### config.mk
export PLATFORM = sky130hd
export DESIGN_NAME = sysint_entry
export DESIGN_NICKNAME = d
export VERILOG_FILES = /design/src/rtl/sysint_pkg.sv /design/src/rtl/sysint_fsm.sv /design/src/rtl/sysint_msr_xform.sv /design/src/rtl/sysint_entry.sv
export SDC_FILE = /design/constraint.sdc
export NUM_CORES = 1
export LEC_CHECK = 0
export CAP_MARGIN = 30
export CORE_ASPECT_RATIO = 0.7
export CORE_MARGIN = 5
export CORE_UTILIZATION = 38
export DETAILED_ROUTE_END_ITERATION = 8
export DONT_BUFFER_PORTS = 1
export SLEW_MARGIN = 10
export SYNTH_ARGS = -nofsm -noshare
export SYNTH_HDL_FRONTEND = slang
export SYNTH_SLANG_ARGS = --single-unit
### constraint.sdc
create_clock -name clk -period 2.61 [get_ports clk]
set_input_delay 0.522 -clock clk [delete_from_list [all_inputs] [get_ports clk]]
set_output_delay 0.522 -clock clk [all_outputs]
set_load 0.005 [all_outputs]
### src/rtl/sysint_pkg.sv
package sysint_pkg;

    // Phase recorded by the sequencer: what happened on the last edge.
    typedef enum logic [1:0] {
        ST_STEADY   = 2'd0,
        ST_ENTERED  = 2'd1,
        ST_RESTORED = 2'd2
    } sysint_state_e;

    // Register action for the current edge.
    typedef enum logic [1:0] {
        ACT_HOLD   = 2'd0,
        ACT_ENTER  = 2'd1,
        ACT_RETURN = 2'd2
    } sysint_act_e;

endpackage

### src/rtl/sysint_fsm.sv
module sysint_fsm
    import sysint_pkg::*;
(
    input  logic        clk,
    input  logic        rst_n,
    input  logic        retire_i,
    input  logic        is_sc_i,
    input  logic        rfi_i,
    output sysint_act_e act_o
);

    sysint_state_e state_q;
    sysint_state_e state_d;
    logic          sc_take;
    logic          rfi_take;

    assign sc_take  = retire_i & is_sc_i;
    assign rfi_take = rfi_i & ~sc_take;

    // Next-state selection: T_ENTER has priority over T_RETURN.
    always_comb begin
        state_d = ST_STEADY;
        unique case (state_q)
            ST_STEADY: begin
                if (sc_take)       state_d = ST_ENTERED;
                else if (rfi_take) state_d = ST_RESTORED;
                else               state_d = ST_STEADY;
            end
            ST_ENTERED: begin
                if (sc_take)       state_d = ST_ENTERED;
                else if (rfi_take) state_d = ST_RESTORED;
                else               state_d = ST_STEADY;
            end
            ST_RESTORED: begin
                if (sc_take)       state_d = ST_ENTERED;
                else if (rfi_take) state_d = ST_RESTORED;
                else               state_d = ST_STEADY;
            end
            default:               state_d = ST_STEADY;
        endcase
    end

    // State register.
    always_ff @(posedge clk or negedge rst_n) begin
        if (!rst_n) state_q <= ST_STEADY;
        else        state_q <= state_d;
    end

    // Output process: action taken on this edge.
    always_comb begin
        unique case (state_d)
            ST_ENTERED:  act_o = ACT_ENTER;
            ST_RESTORED: act_o = ACT_RETURN;
            default:     act_o = ACT_HOLD;
        endcase
    end

    // a simultaneous return request loses to the entry.
    a_r10_entry_wins: assert property (@(posedge clk) disable iff (!rst_n)
        (retire_i && is_sc_i && rfi_i) |=> (state_q == ST_ENTERED));

    // a lone return request is recorded as a return.
    a_r9_return_phase: assert property (@(posedge clk) disable iff (!rst_n)
        (rfi_i && !(retire_i && is_sc_i)) |=> (state_q == ST_RESTORED));

    // a strobe without a system call is not an entry.
    a_r8_no_false_entry: assert property (@(posedge clk) disable iff (!rst_n)
        (!(retire_i && is_sc_i) && !rfi_i) |=> (state_q == ST_STEADY));

endmodule

### src/rtl/sysint_msr_xform.sv
module sysint_msr_xform #(
    parameter int XLEN    = 64,
    parameter int LEV_W   = 7,
    parameter int IR_BIT  = 5,
    parameter int DR_BIT  = 4,
    parameter int FE0_BIT = 11,
    parameter int FE1_BIT = 8,
    parameter int EE_BIT  = 15,
    parameter int RI_BIT  = 1,
    parameter int ME_BIT  = 12,
    parameter int HV_BIT  = 60,
    parameter int S_BIT   = 22
) (
    input  logic [XLEN-1:0]  cur_msr_i,
    input  logic [LEV_W-1:0] lev_i,
    input  logic             uv_en_i,
    input  logic [XLEN-1:0]  srr1_q_i,
    input  logic [XLEN-1:0]  keep_mask_i,
    output logic [XLEN-1:0]  entry_msr_o,
    output logic [XLEN-1:0]  srr1_img_o,
    output logic [XLEN-1:0]  return_msr_o
);

    localparam logic [LEV_W-1:0] LEV_UV = LEV_W'(2);

    logic lev_zero;
    logic uv_entry;

    assign lev_zero = (lev_i == '0);
    assign uv_entry = uv_en_i && (lev_i == LEV_UV);

    // Handler MSR: only ME, HV and S may survive.
    always_comb begin
        entry_msr_o          = '0;
        entry_msr_o[ME_BIT]  = cur_msr_i[ME_BIT];
        entry_msr_o[HV_BIT]  = lev_zero ? cur_msr_i[HV_BIT] : 1'b1;
        entry_msr_o[S_BIT]   = uv_entry ? 1'b1 : cur_msr_i[S_BIT];
        entry_msr_o[IR_BIT]  = 1'b0;
        entry_msr_o[DR_BIT]  = 1'b0;
        entry_msr_o[FE0_BIT] = 1'b0;
        entry_msr_o[FE1_BIT] = 1'b0;
        entry_msr_o[EE_BIT]  = 1'b0;
        entry_msr_o[RI_BIT]  = 1'b0;
    end

    assign srr1_img_o   = cur_msr_i & keep_mask_i;
    assign return_msr_o = (cur_msr_i & ~keep_mask_i) | (srr1_q_i & keep_mask_i);

endmodule

### src/rtl/sysint_entry.sv
module sysint_entry
    import sysint_pkg::*;
#(
    parameter int XLEN      = 64,
    parameter int LEV_W     = 7,
    parameter int IR_BIT    = 5,
    parameter int DR_BIT    = 4,
    parameter int FE0_BIT   = 11,
    parameter int FE1_BIT   = 8,
    parameter int EE_BIT    = 15,
    parameter int RI_BIT    = 1,
    parameter int ME_BIT    = 12,
    parameter int HV_BIT    = 60,
    parameter int S_BIT     = 22,
    parameter int SAVE_A_HI = 32,
    parameter int SAVE_B_LO = 37,
    parameter int SAVE_B_HI = 41,
    parameter int SAVE_C_LO = 48,
    parameter logic [XLEN-1:0] VECTOR    = XLEN'('h0C00),
    parameter logic [XLEN-1:0] RESET_NIA = XLEN'('h0100),
    parameter logic [XLEN-1:0] RESET_MSR = '0
) (
    input  logic             clk,
    input  logic             rst_n,
    input  logic             retire_i,
    input  logic             is_sc_i,
    input  logic [LEV_W-1:0] lev_i,
    input  logic             uv_en_i,
    input  logic             rfi_i,
    input  logic [XLEN-1:0]  cia_i,
    input  logic [XLEN-1:0]  cur_msr_i,
    output logic [XLEN-1:0]  srr0_o,
    output logic [XLEN-1:0]  srr1_o,
    output logic [XLEN-1:0]  msr_o,
    output logic [XLEN-1:0]  nia_o
);

    localparam int              INSN_BYTES = 4;
    localparam logic [XLEN-1:0] INSN_STEP  = XLEN'(INSN_BYTES);

    sysint_act_e     act;
    logic [XLEN-1:0] keep_mask;
    logic [XLEN-1:0] entry_msr;
    logic [XLEN-1:0] srr1_img;
    logic [XLEN-1:0] return_msr;

    // Saved-field mask, one bit per MSR position.
    for (genvar b = 0; b < XLEN; b++) begin : g_keep
        assign keep_mask[b] = (b <= SAVE_A_HI) ||
                              ((b >= SAVE_B_LO) && (b <= SAVE_B_HI)) ||
                              (b >= SAVE_C_LO);
    end

    sysint_fsm u_fsm (
        .clk      (clk),
        .rst_n    (rst_n),
        .retire_i (retire_i),
        .is_sc_i  (is_sc_i),
        .rfi_i    (rfi_i),
        .act_o    (act)
    );

    sysint_msr_xform #(
        .XLEN    (XLEN),
        .LEV_W   (LEV_W),
        .IR_BIT  (IR_BIT),
        .DR_BIT  (DR_BIT),
        .FE0_BIT (FE0_BIT),
        .FE1_BIT (FE1_BIT),
        .EE_BIT  (EE_BIT),
        .RI_BIT  (RI_BIT),
        .ME_BIT  (ME_BIT),
        .HV_BIT  (HV_BIT),
        .S_BIT   (S_BIT)
    ) u_xform (
        .cur_msr_i    (cur_msr_i),
        .lev_i        (lev_i),
        .uv_en_i      (uv_en_i),
        .srr1_q_i     (srr1_o),
        .keep_mask_i  (keep_mask),
        .entry_msr_o  (entry_msr),
        .srr1_img_o   (srr1_img),
        .return_msr_o (return_msr)
    );

    // Architectural registers: all updated on one edge.
    always_ff @(posedge clk or negedge rst_n) begin
        if (!rst_n) begin
            srr0_o <= '0;
            srr1_o <= '0;
            msr_o  <= RESET_MSR;
            nia_o  <= RESET_NIA;
        end else begin
            unique case (act)
                ACT_ENTER: begin
                    srr0_o <= cia_i + INSN_STEP;
                    srr1_o <= srr1_img;
                    msr_o  <= entry_msr;
                    nia_o  <= VECTOR;
                end
                ACT_RETURN: begin
                    msr_o <= return_msr;
                    nia_o <= srr0_o;
                end
                default: ;
            endcase
        end
    end

    // Assertions: armed one edge after reset so $past never reaches into reset.
    logic armed_q;
    always_ff @(posedge clk or negedge rst_n) begin
        if (!rst_n) armed_q <= 1'b0;
        else        armed_q <= 1'b1;
    end

    a_r2_return_addr: assert property (@(posedge clk) disable iff (!rst_n)
        (armed_q && $past(retire_i && is_sc_i)) |-> (srr0_o == $past(cia_i) + INSN_STEP));

    a_r3_saved_image: assert property (@(posedge clk) disable iff (!rst_n)
        (armed_q && $past(retire_i && is_sc_i)) |-> (srr1_o == ($past(cur_msr_i) & keep_mask)));

    a_r4_vector: assert property (@(posedge clk) disable iff (!rst_n)
        (armed_q && $past(retire_i && is_sc_i)) |-> (nia_o == VECTOR));

    a_r5_msr_reduced: assert property (@(posedge clk) disable iff (!rst_n)
        (armed_q && $past(retire_i && is_sc_i)) |->
        ($countones(msr_o) <= 3 && !msr_o[IR_BIT] && !msr_o[DR_BIT] && !msr_o[EE_BIT]
         && !msr_o[RI_BIT] && !msr_o[FE0_BIT] && !msr_o[FE1_BIT]
         && msr_o[ME_BIT] == $past(cur_msr_i[ME_BIT])));

    a_r8_hold: assert property (@(posedge clk) disable iff (!rst_n)
        (armed_q && $past(!(retire_i && is_sc_i) && !rfi_i)) |->
        ($stable(srr0_o) && $stable(srr1_o) && $stable(msr_o) && $stable(nia_o)));

    a_r9_resume: assert property (@(posedge clk) disable iff (!rst_n)
        (armed_q && $past(rfi_i && !(retire_i && is_sc_i))) |->
        (nia_o == $past(srr0_o) && $stable(srr0_o) && $stable(srr1_o)));

endmodule

# Word-level counts from Yosys, hierarchy flattened
# Index checks and enable logic that the tools add are counted.
[word_totals] output_inout_bits=256 register_bits=248 elab_cells=30 in_bits=141
[classes] n_reduce_logical=5 bitwise=4 n_addsub=1 eq_ne=7 n_mux=8
[op_table] operator="64-bit one-hot mux with 2 select lines" n=2
[op_table] operator="64-bit by 3-bit adder with 64-bit output, second input constant" n=1
[op_table] operator="48-bit by 64-bit OR with 64-bit output" n=1
[op_table] operator="7-bit by 2-bit == test with 1-bit output, second input constant" n=1
[op_table] operator="7-bit logical NOT" n=1
[op_table] operator="2-bit by 1-bit == test with 1-bit output, second input constant" n=3
[op_table] operator="2-bit == test, second input constant" n=3
[op_table] operator="2-bit two-way mux" n=3
[op_table] operator="2-bit one-hot mux with 2 select lines" n=1
[op_table] operator="3-bit OR reduction" n=1
[op_table] operator="1-bit AND" n=2
[op_table] operator="2-bit logical NOT" n=1
[op_table] operator="1-bit two-way mux" n=2
[op_table] operator="2-bit nonzero test" n=1
[op_table] operator="1-bit logical AND" n=1
[op_table] operator="1-bit NOT" n=1

# Longest topological paths before layout
[logic_depth] word_depth=10 depth_mapped=10 ltp_nobuf=9

# Hierarchy
# A second synthesis with hierarchy kept.
[hier_totals] cells_unflattened=1325 hier_area_um2=13121.3
[modules_own_cells] mod="sysint_entry" area_per_inst_um2=11415.9 seq_area_each_um2=6407.4 n_inst=1 cells_each=1121
[modules_own_cells] mod="sysint_msr_xform" area_per_inst_um2=1625.3 seq_area_each_um2=0.0 n_inst=1 cells_each=196
[modules_own_cells] mod="sysint_fsm" area_per_inst_um2=80.1 seq_area_each_um2=50.0 n_inst=1 cells_each=8

# Worst setup path after synthesis
# OpenSTA, ideal clock, no wires.
[synth_path] path_kind="input to register" startpoint="input port cia_i[2]" endpoint="register srr0_o[58]" t_required_ns=2.528 t_arrival_ns=2.257 setup_ns=0.082 n_path_buf=2 cell_stages=8 path_slack_ns=0.271 cell_sequence="ha_1 > and3_1 > clkbuf_1 > nand4_1 > or2_1 > clkbuf_1 > or4_1 > a31oi_1"
[synth_between] elab_chain_len=1
[synth_lines] element="start: declaration" line_no="sysint_entry.sv:30" rtl="input logic [XLEN-1:0] cia_i,"
[synth_lines] element="64-bit by 3-bit adder with 64-bit output" line_no="sysint_entry.sv:96" rtl="srr0_o <= cia_i + INSN_STEP;"
[synth_lines] element="end signal: assignment" line_no="sysint_entry.sv:96"
[synth_lines] element="end: declaration" line_no="sysint_entry.sv:32" rtl="output logic [XLEN-1:0] srr0_o,"
# Every way passes these cells.
# A chain may end at the register's enable or synchronous reset.

# Worst setup path in the final report
[layout_path] startpoint="input port cia_i[10]" endpoint="register srr0_o[58]"
# The elaborated chain is that of the path after synthesis.

==> results.toml <==
[floorplan]
dieArea_sq_um = 32410
pin_count = 397
core_sq_um = 28690
die_y_um = 152.1
initial_utilization = 0.3822
fp.dieW_um = 213.0
fp-row-count = 52

[final_layout]
final_util = 0.4246
final_nets = 1262
finalNonFillerCells = 1514
final_area_sq_um = 12180
syn2layout_area_growth_pct = 11.11
drive_gt1_frac = 0.1084

[synth]
post_synth.cell_area_avg_sq_um = 9.577
synth-xor-area-share = 0.02796
synthArstFlopShare = 1.000
synth_edf_count = 0
synth_compound_area_frac = 0.1067
synth_top_family_by_area = "simple AND/OR/NAND/NOR gates"
yosysWarnings = 0
synthAdderAreaFrac = 0.003423
yosys.area_share.simple = 0.1992
synth_area_leaders = "dfrtp_1 56%, nand2_1 9.4%, o21ai_0 6.4%, mux2_2 5.9%, nor2_1 2.3%"
synth_top_cell_by_area = "dfrtp_1"
synth_top_flop_cell = "dfrtp_1"
netlist.area_leader.share = 0.5637
synthesis.area_sq_um = 10970
ys_ff_latch = 248
yosysUniqueCellTypes = 40
synth.area.mux_share = 0.06036
ys_seq_area_frac = 0.5661
synthCells = 1145

[critical_path]
cp_cell_sequence = "nand2_1 > or3_1 > buf_4 > or2_1 > or4_1 > a31oi_1"
worstPathMaxFanout = 14
timing.rr.start = "u_fsm.state_q[0]"
critPathBufInv = 1
ff2ff_setup_slack_ns = 0.72
critPathArrivalTime_ns = 2.38
cp-start-kind = "primary input"
reg2regPathDepth = 9
crit_type = "in2reg"
critPathSlowestCell = "or4_1"
r2r_end = "srr0_o[61]"
worst_setup_path_end_kind = "flip-flop"
crit_family = "simple AND/OR/NAND/NOR gates"
cp.required_ns = 3.05
max_stage_delay_ns = 0.53

[global_routing]
overflow = 0
antenna_found_initial = 2
grt_pass1_vias = 7979
grt_usage = 0.1984
grt_max_degree = 249
grt_pass1_wl_mm = 50.92

[placed_design]
port_buffers = 0
placed_area_sq_um = 11370
place_congestion = 0.9277
dpl.cell_count = 1469
dp_slack_ns = 0.1616
hpwlAfterDp_mm = 24.69

[clock_tree]
cts_max_level = 1
cts_setup_buffers = 0
cts_resized = 0
cts-root-buf = "clkbuf_16"
clkSinkCount = 248
cts_max_path_buffers = 3
cts_tree = "yes"
cts_buffers = 25
clkTransAtPathRegs_ns = 0.06
insertion_delay_ns = 0.53

[timing]
whs_ns = -0.3081
rsz0062_at_grt = "no"
setup_tns_ns = 0
setup_viol = 0
hold_violations = 248
final.period_utilization = 0.7420
worst_pin_slew_ns = 0.6925
setup_ws_ns = 0.6735
relSlewSlack = 0.5341
maxSlewViolCount = 0
min_period_ns = 1.937
skew_ns = 0.007837
timing.fmax_mhz = 516.4

[run_status]
violations = "negative hold slack"
status = "complete, but fails checks"

[hold_path]
worst_hold_path_type = "in2async"

[power_and_ir_drop]
ir_drop_v = 0.0004580
p_total_mw = 9.949
power_density_nw_per_um2 = 816.6
p_leak_nw = 4.946

[route]
routedWlPerCell_um = 22.36
vias = 8230
ant_nets = 0
drtIter0Drc = 621
drc_errors = 0
finalWirelength_mm = 33.86
dr.pass1.iters = 5
drt-vias-per-instance = 5.436

[flow_run]
cap_violations = 0
## cells by family (layout without fill, tap and decap cells)
family,Yosys count,after routing
AOI/OAI and AO/OA,218,218
xor gates and xnor gates,35,35
adders and majority gates,3,3
buffers and inverters,94,75
DFF,248,248
muxes,59,59
other,1,11
and+or+nand+nor,487,487
## worst register-to-register path, cell delays in order (launching register included)
cell and delay, ns:
dfrtp_1 0.36, nand2_1 0.08, nand3_1 0.15, inv_1 0.15
ha_4 0.19, buf_12 0.32, nand2_1 0.24, a31oi_1 0.17
a21oi_1 0.06, o211ai_1 0.11
## worst max-delay path by stage
| stage | startpoint | to | cells after the start |
|---|---|---|---|
| final | cia_i[10] | srr0_o[58] | 6 |
| after global placement | cia_i[10] | srr0_o[56] | 6 |
| after CTS | u_fsm.state_q[0] | msr_o[12] | 7 |
| after global routing | u_fsm.state_q[0] | srr0_o[61] | 9 |
| after detailed placement | cia_i[10] | srr0_o[58] | 6 |
| after floorplan | cia_i[2] | srr0_o[58] | 8 |
## final cells by class
type / instances / area (sq um)
Inverter: 12 / 45.04
Tap cell: 378 / 473.0
Antenna cell: 1 / 2.502
Timing Repair Buffer: 19 / 217.7
Clock inverter: 8 / 68.82
Fill cell: 2725 / 16510
Clock buffer: 36 / 747.0
Sequential cell: 248 / 6207
Multi-Input combinational cell: 812 / 4423
## synth_stat cells (13+ instances only)
library cell	count
clkbuf_1	60
nor3_1	14
or3_1	15
nand3_1	30
xnor2_1	23
a21oi_1	37
nand4_1	28
nor2_1	67
o21ai_0	141
nand2_1	275
a31oi_1	24
mux2_2	57
nor4_1	13
and3_1	14
dfrtp_1	247
## state kept, by name, indices dropped and copies added, names as in the netlist
name / count
srr1_o: 54
nia_o: 64
srr0_o: 64
u_fsm.state_q: 2
msr_o: 64
## report_power, final
| part | internal (mW) | switching [mW] |
|---|---|---|
| clock network | 2.08 | 1.50 |
| registers | 4.52 | 0.820 |
| logic | 0.469 | 0.559 |
| total | 7.07 | 2.88 |
## cell usage in the layout, fill, tap and decap left out, types with 2 or more instances in the layout
master	netlist	final
o21ai_0	141	141
nor3_1	14	14
nor4_1	13	13
and4_1	7	7
clkbuf_16	0	25
buf_12	0	6
and2_1	7	7
clkbuf_1	60	3
a21oi_1	37	37
a21o_1	2	2
buf_4	10	13
nand4_1	28	28
dfrtp_1	247	247
or3_1	15	15
xor2_1	12	12
mux2_2	57	57
inv_1	12	12
nand2_1	275	275
conb_1	1	10
nor2_1	67	67
a31oi_1	24	24
nand2b_1	2	2
clkbuf_8	0	8
clkinv_2	0	6
ha_4	0	2
o31a_1	2	2
or4_1	11	11
nand3_1	30	30
xnor2_1	23	23
mux2i_1	2	2
o31ai_1	7	7
and3_1	14	14
## per-layer routing
metal,wire [um],track usage,vias to the layer above
met3,3865,0.07688,56
met5,13,0,-
li1,-,-,3865
met1,13740,0.2576,3958
met4,913,0.05544,2
met2,15320,0.3111,349
Note: power is estimated with default switching activity, not from simulation.
